### config.mk
export PLATFORM = sky130hd
export DESIGN_NAME = spi_stat_ctl
export DESIGN_NICKNAME = d
export VERILOG_FILES = /design/src/rtl/spi_stat_pkg.sv /design/src/rtl/spi_rx_flag.sv /design/src/rtl/spi_err_flags.sv /design/src/rtl/spi_ctl_bits.sv /design/src/rtl/spi_stat_ctl.sv
export SDC_FILE = /design/constraint.sdc
export NUM_CORES = 1
export LEC_CHECK = 0
export BUFFER_PORTS_ARGS = -buffer_cell sky130_fd_sc_hd__clkbuf_2
export CORE_AREA = 2 2 43 45
export CTS_CLUSTER_DIAMETER = 50
export DETAILED_ROUTE_END_ITERATION = 12
export DIE_AREA = 0 0 45 47
export PLACE_DENSITY_LB_ADDON = 0.08
export SYNTH_ARGS = -nofsm -noshare
export SYNTH_HDL_FRONTEND = slang
export SYNTH_SLANG_ARGS = --single-unit
### constraint.sdc
create_clock -name clk -period 0.8 [get_ports clk]
set_input_delay 0.04 -clock clk [delete_from_list [all_inputs] [get_ports clk]]
set_output_delay 0.04 -clock clk [all_outputs]
set_load 0.005 [all_outputs]
### src/rtl/spi_stat_pkg.sv
package spi_stat_pkg;
   localparam int STAT_W = 8;
   localparam int RATE_W = 2;

   // Field order is the visible bit order, bit 7 first.
   typedef struct packed {
      logic              rx_full;
      logic              err_ie;
      logic              ovf;
      logic              mfault;
      logic              tx_empty;
      logic              mf_en;
      logic [RATE_W-1:0] rate;
   } spi_stat_t;
endpackage

### src/rtl/spi_rx_flag.sv
module spi_rx_flag #(
   parameter bit REQ_REG = 1'b0
) (
   input  logic clk,
   input  logic rst_n,
   input  logic byte_done,
   input  logic stat_rd,
   input  logic data_rd,
   input  logic dma_sel,
   input  logic rx_ie,
   output logic rx_full,
   output logic rx_irq,
   output logic rx_dma_req
);
   logic armed;
   logic clr_now;

   always_comb clr_now = data_rd && (dma_sel || armed);

   always_ff @(posedge clk or negedge rst_n) begin
      if (!rst_n) begin
         rx_full <= 1'b0;
         armed   <= 1'b0;
      end else begin
         if (byte_done)    rx_full <= 1'b1;
         else if (clr_now) rx_full <= 1'b0;
         if (stat_rd && rx_full) armed <= 1'b1;
         else if (clr_now)       armed <= 1'b0;
      end
   end

   generate
      if (REQ_REG) begin : g_req_reg
         always_ff @(posedge clk or negedge rst_n) begin
            if (!rst_n) begin
               rx_irq     <= 1'b0;
               rx_dma_req <= 1'b0;
            end else begin
               rx_irq     <= rx_full && rx_ie && !dma_sel;
               rx_dma_req <= rx_full && rx_ie && dma_sel;
            end
         end
      end else begin : g_req_comb
         assign rx_irq     = rx_full && rx_ie && !dma_sel;
         assign rx_dma_req = rx_full && rx_ie && dma_sel;
      end
   endgenerate

   assert_rx_set_R3: assert property (@(posedge clk) disable iff (!rst_n)
      $rose(rx_full) |-> $past(byte_done));
   assert_rx_clr_read_R6: assert property (@(posedge clk) disable iff (!rst_n)
      $fell(rx_full) |-> $past(data_rd));
   assert_rx_cpu_armed_R5: assert property (@(posedge clk) disable iff (!rst_n)
      ($fell(rx_full) && !$past(dma_sel)) |-> $past(armed));
   assert_rx_route_R4: assert property (@(posedge clk) disable iff (!rst_n)
      !(rx_irq && rx_dma_req));
endmodule

### src/rtl/spi_err_flags.sv
module spi_err_flags (
   input  logic clk,
   input  logic rst_n,
   input  logic ovr_evt,
   input  logic mf_evt,
   input  logic mf_en,
   input  logic err_ie,
   input  logic stat_rd,
   input  logic data_rd,
   output logic ovf,
   output logic mfault,
   output logic err_irq
);
   logic earmed;
   logic eclr;

   always_comb eclr = data_rd && earmed;

   always_ff @(posedge clk or negedge rst_n) begin
      if (!rst_n) begin
         ovf     <= 1'b0;
         mfault  <= 1'b0;
         earmed  <= 1'b0;
         err_irq <= 1'b0;
      end else begin
         if (ovr_evt)   ovf <= 1'b1;
         else if (eclr) ovf <= 1'b0;
         if (mf_evt && mf_en) mfault <= 1'b1;
         else if (eclr)       mfault <= 1'b0;
         if (stat_rd && (ovf || mfault)) earmed <= 1'b1;
         else if (eclr)                  earmed <= 1'b0;
         err_irq <= err_ie && (ovf || mfault);
      end
   end

   assert_err_gate_R9: assert property (@(posedge clk) disable iff (!rst_n)
      err_irq |-> $past(err_ie));
   assert_ovf_set_R10: assert property (@(posedge clk) disable iff (!rst_n)
      $rose(ovf) |-> $past(ovr_evt));
   assert_mf_gate_R10: assert property (@(posedge clk) disable iff (!rst_n)
      $rose(mfault) |-> $past(mf_evt && mf_en));
   assert_err_clr_R11: assert property (@(posedge clk) disable iff (!rst_n)
      $fell(ovf) |-> $past(data_rd && earmed));
endmodule

### src/rtl/spi_ctl_bits.sv
module spi_ctl_bits #(
   parameter int RATE_W = 2
) (
   input  logic              clk,
   input  logic              rst_n,
   input  logic              wr_en,
   input  logic              wr_ie,
   input  logic              wr_mfen,
   input  logic [RATE_W-1:0] wr_rate,
   input  logic              tx_load,
   input  logic              tx_xfer,
   output logic              err_ie,
   output logic              mf_en,
   output logic [RATE_W-1:0] rate,
   output logic              tx_empty
);
   always_ff @(posedge clk or negedge rst_n) begin
      if (!rst_n) begin
         err_ie   <= 1'b0;
         mf_en    <= 1'b0;
         rate     <= '0;
         tx_empty <= 1'b1;
      end else begin
         if (wr_en) begin
            err_ie <= wr_ie;
            mf_en  <= wr_mfen;
            rate   <= wr_rate;
         end
         if (tx_load)      tx_empty <= 1'b0;
         else if (tx_xfer) tx_empty <= 1'b1;
      end
   end

   assert_tx_load_R12: assert property (@(posedge clk) disable iff (!rst_n)
      tx_load |=> !tx_empty);
   assert_tx_set_R12: assert property (@(posedge clk) disable iff (!rst_n)
      $rose(tx_empty) |-> $past(tx_xfer));
endmodule

### src/rtl/spi_stat_ctl.sv
module spi_stat_ctl #(
   parameter int          ADDR_W    = 2,
   parameter int unsigned STAT_ADDR = 1,
   parameter int unsigned DATA_ADDR = 2,
   parameter bit          REQ_REG   = 1'b0
) (
   input  logic              clk,
   input  logic              rst_n,
   input  logic [ADDR_W-1:0] bus_addr,
   input  logic              bus_rd,
   input  logic              bus_wr,
   input  logic [7:0]        bus_wdata,
   output logic [7:0]        bus_rdata,
   input  logic              rx_irq_en,
   input  logic              dma_sel,
   input  logic              rx_byte_done,
   input  logic              ovr_evt,
   input  logic              mfault_evt,
   input  logic              tx_load_evt,
   input  logic              tx_xfer_evt,
   output logic              rx_irq,
   output logic              rx_dma_req,
   output logic              err_irq
);
   import spi_stat_pkg::*;

   localparam logic [ADDR_W-1:0] ST_A = ADDR_W'(STAT_ADDR);
   localparam logic [ADDR_W-1:0] DT_A = ADDR_W'(DATA_ADDR);

   generate
      if (ADDR_W < 1) begin : g_bad_w
         $error("ADDR_W must be at least 1");
      end
      if (STAT_ADDR == DATA_ADDR) begin : g_bad_map
         $error("status and data addresses must differ");
      end
      if (STAT_ADDR >= (1 << ADDR_W) || DATA_ADDR >= (1 << ADDR_W)) begin : g_bad_fit
         $error("address does not fit in ADDR_W");
      end
   endgenerate

   logic      sel_stat, sel_data;
   logic      stat_rd, stat_wr, data_rd;
   spi_stat_t stat;
   logic      unused_wbits;

   assign sel_stat     = (bus_addr == ST_A);
   assign sel_data     = (bus_addr == DT_A);
   assign stat_rd      = bus_rd && sel_stat;
   assign stat_wr      = bus_wr && sel_stat;
   assign data_rd      = bus_rd && sel_data;
   assign unused_wbits = ^{bus_wdata[7], bus_wdata[5:3]};

   spi_rx_flag #(.REQ_REG(REQ_REG)) u_rx (
      .clk(clk), .rst_n(rst_n), .byte_done(rx_byte_done),
      .stat_rd(stat_rd), .data_rd(data_rd), .dma_sel(dma_sel),
      .rx_ie(rx_irq_en), .rx_full(stat.rx_full),
      .rx_irq(rx_irq), .rx_dma_req(rx_dma_req)
   );

   spi_err_flags u_err (
      .clk(clk), .rst_n(rst_n), .ovr_evt(ovr_evt), .mf_evt(mfault_evt),
      .mf_en(stat.mf_en), .err_ie(stat.err_ie), .stat_rd(stat_rd),
      .data_rd(data_rd), .ovf(stat.ovf), .mfault(stat.mfault),
      .err_irq(err_irq)
   );

   spi_ctl_bits #(.RATE_W(RATE_W)) u_ctl (
      .clk(clk), .rst_n(rst_n), .wr_en(stat_wr),
      .wr_ie(bus_wdata[6]), .wr_mfen(bus_wdata[2]),
      .wr_rate(bus_wdata[RATE_W-1:0]),
      .tx_load(tx_load_evt), .tx_xfer(tx_xfer_evt),
      .err_ie(stat.err_ie), .mf_en(stat.mf_en),
      .rate(stat.rate), .tx_empty(stat.tx_empty)
   );

   assign bus_rdata = sel_stat ? stat : '0;

   assert_wr_ie_R8: assert property (@(posedge clk) disable iff (!rst_n)
      stat_wr |=> (bus_rdata[6] == $past(bus_wdata[6])) || !sel_stat);
   assert_wr_rxfull_R3: assert property (@(posedge clk) disable iff (!rst_n)
      (stat_wr && !rx_byte_done && !stat.rx_full) |=> !stat.rx_full);
endmodule

==> run summary <==
Yosys warnings - 0
FMAX - 940 MHz
Area Growth Syn to Fin - 67.2%
Vias/cell - 4.65
Core Region - 0.00165 mm2
commonest cells in the netlist - dfrtp_1, and2_1, nor2_1
CP endpoint kind - primary output
max-slew violation count - 0
RePlAce Congestion - 0.671
share of cells above drive strength 1 - 0.543
worst slew pin tran - 0.283 ns
vias in the first global route - 460
die outline width - 45 um
CTS tree - built
nets@finish - 116
initial antenna violation count - 0
Adder-Cell Fraction of Synth Area - 0
largest net degree at the start of global routing - 12
most frequent cell after synthesis - dfrtp_1
leading area contributor after synthesis - dfrtp_1
complex-gate fraction of the synthesized area - 0.114
startpoint types - flip-flop
clock root buffer - clkbuf_4
clk_skew - 0.000358 ns
worst endpoint required time - 0.76 ns
Placement Cell Area - 721 um2
Synth async-reset ratio - 1.00
worst min path class - in -> reg
Syn Area/Cell - 11.7 um2
CTS H-tree depth - 1
crit path time final - 1.06 ns
library cells used by synthesis - 20
Post-Synth XOR/XNOR Area - 0
DIE AREA - 0.00212 mm2
Maximum Capacitance Violations - 0
gr usage total - 0.133
CP Class - reg -> out
DRC viols - 0
failing checks - setup timing
routed len/inst - 11.9 um
final hold violation count - 0
Final ANT Viol Nets - 0
Iteration-0 DRC Markers - 4
main combinational cell family by area after synthesis - simple AND/OR/NAND/NOR gates
worst r2r dst - u_ctl.err_ie$_DFFE_PN0P_
Port Buf Inserts - 27
Vias - 516
Worst Reg-to-Reg Cells - 2
LEAKAGE - 0.000477 uW
final period utilization - 1.33
CTS Buf Count - 3
routed wire length - 1320 um
sequential area share after synthesis - 0.503
WHS Endpoint - u_ctl.rate[0]$_DFFE_PN0P_
Synth Register Bits - 11
Max VDD drop - 1.02 mV
post-synthesis mux area share - 0.109
DRT Pass-1 Iters - 2
diode count - 0
worst reg2reg setup slack - -0.07 ns
TNS Setup - -1.88 ns
worst r2r src - u_ctl.err_ie$_DFFE_PN0P_
top-area cell type share of the netlist area - 0.456
Post-Syn Instances - 47
Post-synth EDFFs - 0
Simple-Gate Fraction of Synth Area - 0.267
Final setup viols - 16
Top Ports - 32
first-pass GRT wire length - 1930 um
status - finished with violations
HPWL after DPL - 878 um
unrepaired setup endpoints after global routing - yes
Worst slew margin - 0.811
Top FF cell, synth - dfrtp_1
Clock Latency Late Sink - 0.27 ns
row cnt - 15
clk slew on worst S/H paths - 0.07 ns
clock sinks - 11
Crit Path Max Fanout - 2
final setup margin - -0.263 ns
Overflow after GRT - 0
clk buf depth - 2
syn_nets - 68
Hold Path Origin - bus_wdata[0]
Pwr per Cell Area - 1660 mW/mm2
Hold Path Cell Cnt - 2
die height - 47 um
Starting Density - 0.333
cell area after layout - 918 um2
Data arrival, critical path - 1.02 ns
ranking of synthesized cells by area - dfrtp_1, mux2_4, and2_1
Mapped Area - 549 um2
-- logic make-up (layout without fill, tap and decap cells) --
| kind of cell | count (synthesis) | after routing |
|---|---|---|
| flops | 11 | 11 |
| mux | 4 | 4 |
| compound gates | 7 | 7 |
| buf+inv | 1 | 48 |
| simple gates | 24 | 24 |
-- area by class of cell --
type / count / area, um2
Fill cell: 152 / 733
Timing Repair Buffer: 43 / 302
Multi-Input combinational cell: 35 / 289
Sequential cell: 11 / 277
Clock buffer: 4 / 26.3
Tap cell: 17 / 21.3
Inverter: 1 / 3.75
-- metrics by stage --
stage               instances  utilization  setup WS [ns]  hold WS [ns]  total power, uW
floorplan                  47            -        0.00440        -0.256              847
global placement           93        0.436        -0.0207       -0.0587              982
detailed placement         93        0.436        -0.0308       -0.0585              984
CTS                       110        0.533         -0.257       0.00346             1500
global route              111        0.556         -0.276        0.0133             1600
finish                    111        0.556         -0.263       0.00212             1520
-- registers in the layout, summed over array words and instances, names as in the netlist --
| register | count |
|---|---|
| u_ctl.err_ie | 1 |
| u_ctl.mf_en | 1 |
| u_ctl.rate | 2 |
| u_ctl.tx_empty | 1 |
| u_err.earmed | 1 |
| u_err.err_irq | 1 |
| u_err.mfault | 1 |
| u_err.ovf | 1 |
| u_rx.armed | 1 |
| u_rx.rx_full | 1 |
-- per-layer routing --
layer | vias up | global-route usage | wire [um]
met5 | - | 0 | 0
met4 | 0 | 0.0882 | 29
met3 | 5 | 0.0231 | 63
met2 | 17 | 0.211 | 662
met1 | 233 | 0.167 | 564
li1 | 261 | - | -
-- worst max-delay path by stage --
| stage | start | cells past startpoint | endpoint | slack [ns] |
|---|---|---|---|---|
| 2_1_floorplan | u_rx.armed$_DFFE_PN0P_ | 2 | u_rx.rx_full$_DFFE_PN0P_ | 0.004 |
| 3_3_place_gp | u_rx.armed$_DFFE_PN0P_ | 2 | u_rx.rx_full$_DFFE_PN0P_ | -0.02 |
| 3_5_place_dp | u_rx.armed$_DFFE_PN0P_ | 2 | u_rx.rx_full$_DFFE_PN0P_ | -0.03 |
| 4_1_cts | u_ctl.tx_empty$_DFFE_PN1P_ | 2 | bus_rdata[3] | -0.26 |
| 5_1_grt | u_ctl.tx_empty$_DFFE_PN1P_ | 2 | bus_rdata[3] | -0.28 |
| 6_report | u_ctl.tx_empty$_DFFE_PN1P_ | 2 | bus_rdata[3] | -0.26 |
-- cells in the final DEF (no fill, tap or decap), types with 2 or more instances in the layout --
master         instances
buf_6                  7
dfrtp_1               10
clkbuf_4               3
and2_1                 7
dlygate4sd3_1          7
nor2_1                 4
clkbuf_2              25
mux2_4                 4
buf_4                  3
nand2_1                3
a21bo_2                2
-- critical path: stages, from the launching register on --
cell and delay (ns):
dfstp_2 0.53, and2_4 0.14, buf_6 0.09
-- repair_timing --
action                                  CTS  global route
buffers inserted                          6             1
hold buffers                              7             0
pin swaps                                 4             2
endpoints found under the hold margin    16             0
gates resized for setup                   5             9
endpoints found under the setup margin   13            19
-- power breakdown --
group | internal (uW) | leakage [uW] | total (uW) | switching, uW
Combinational | 302 | 0.000344 | 451 | 149
Clock | 193 | 0.0000150 | 387 | 194
Sequential | 639 | 0.000119 | 685 | 46.5
Total | 1130 | 0.000477 | 1520 | 389
Note: power is estimated with default switching activity, not from simulation.
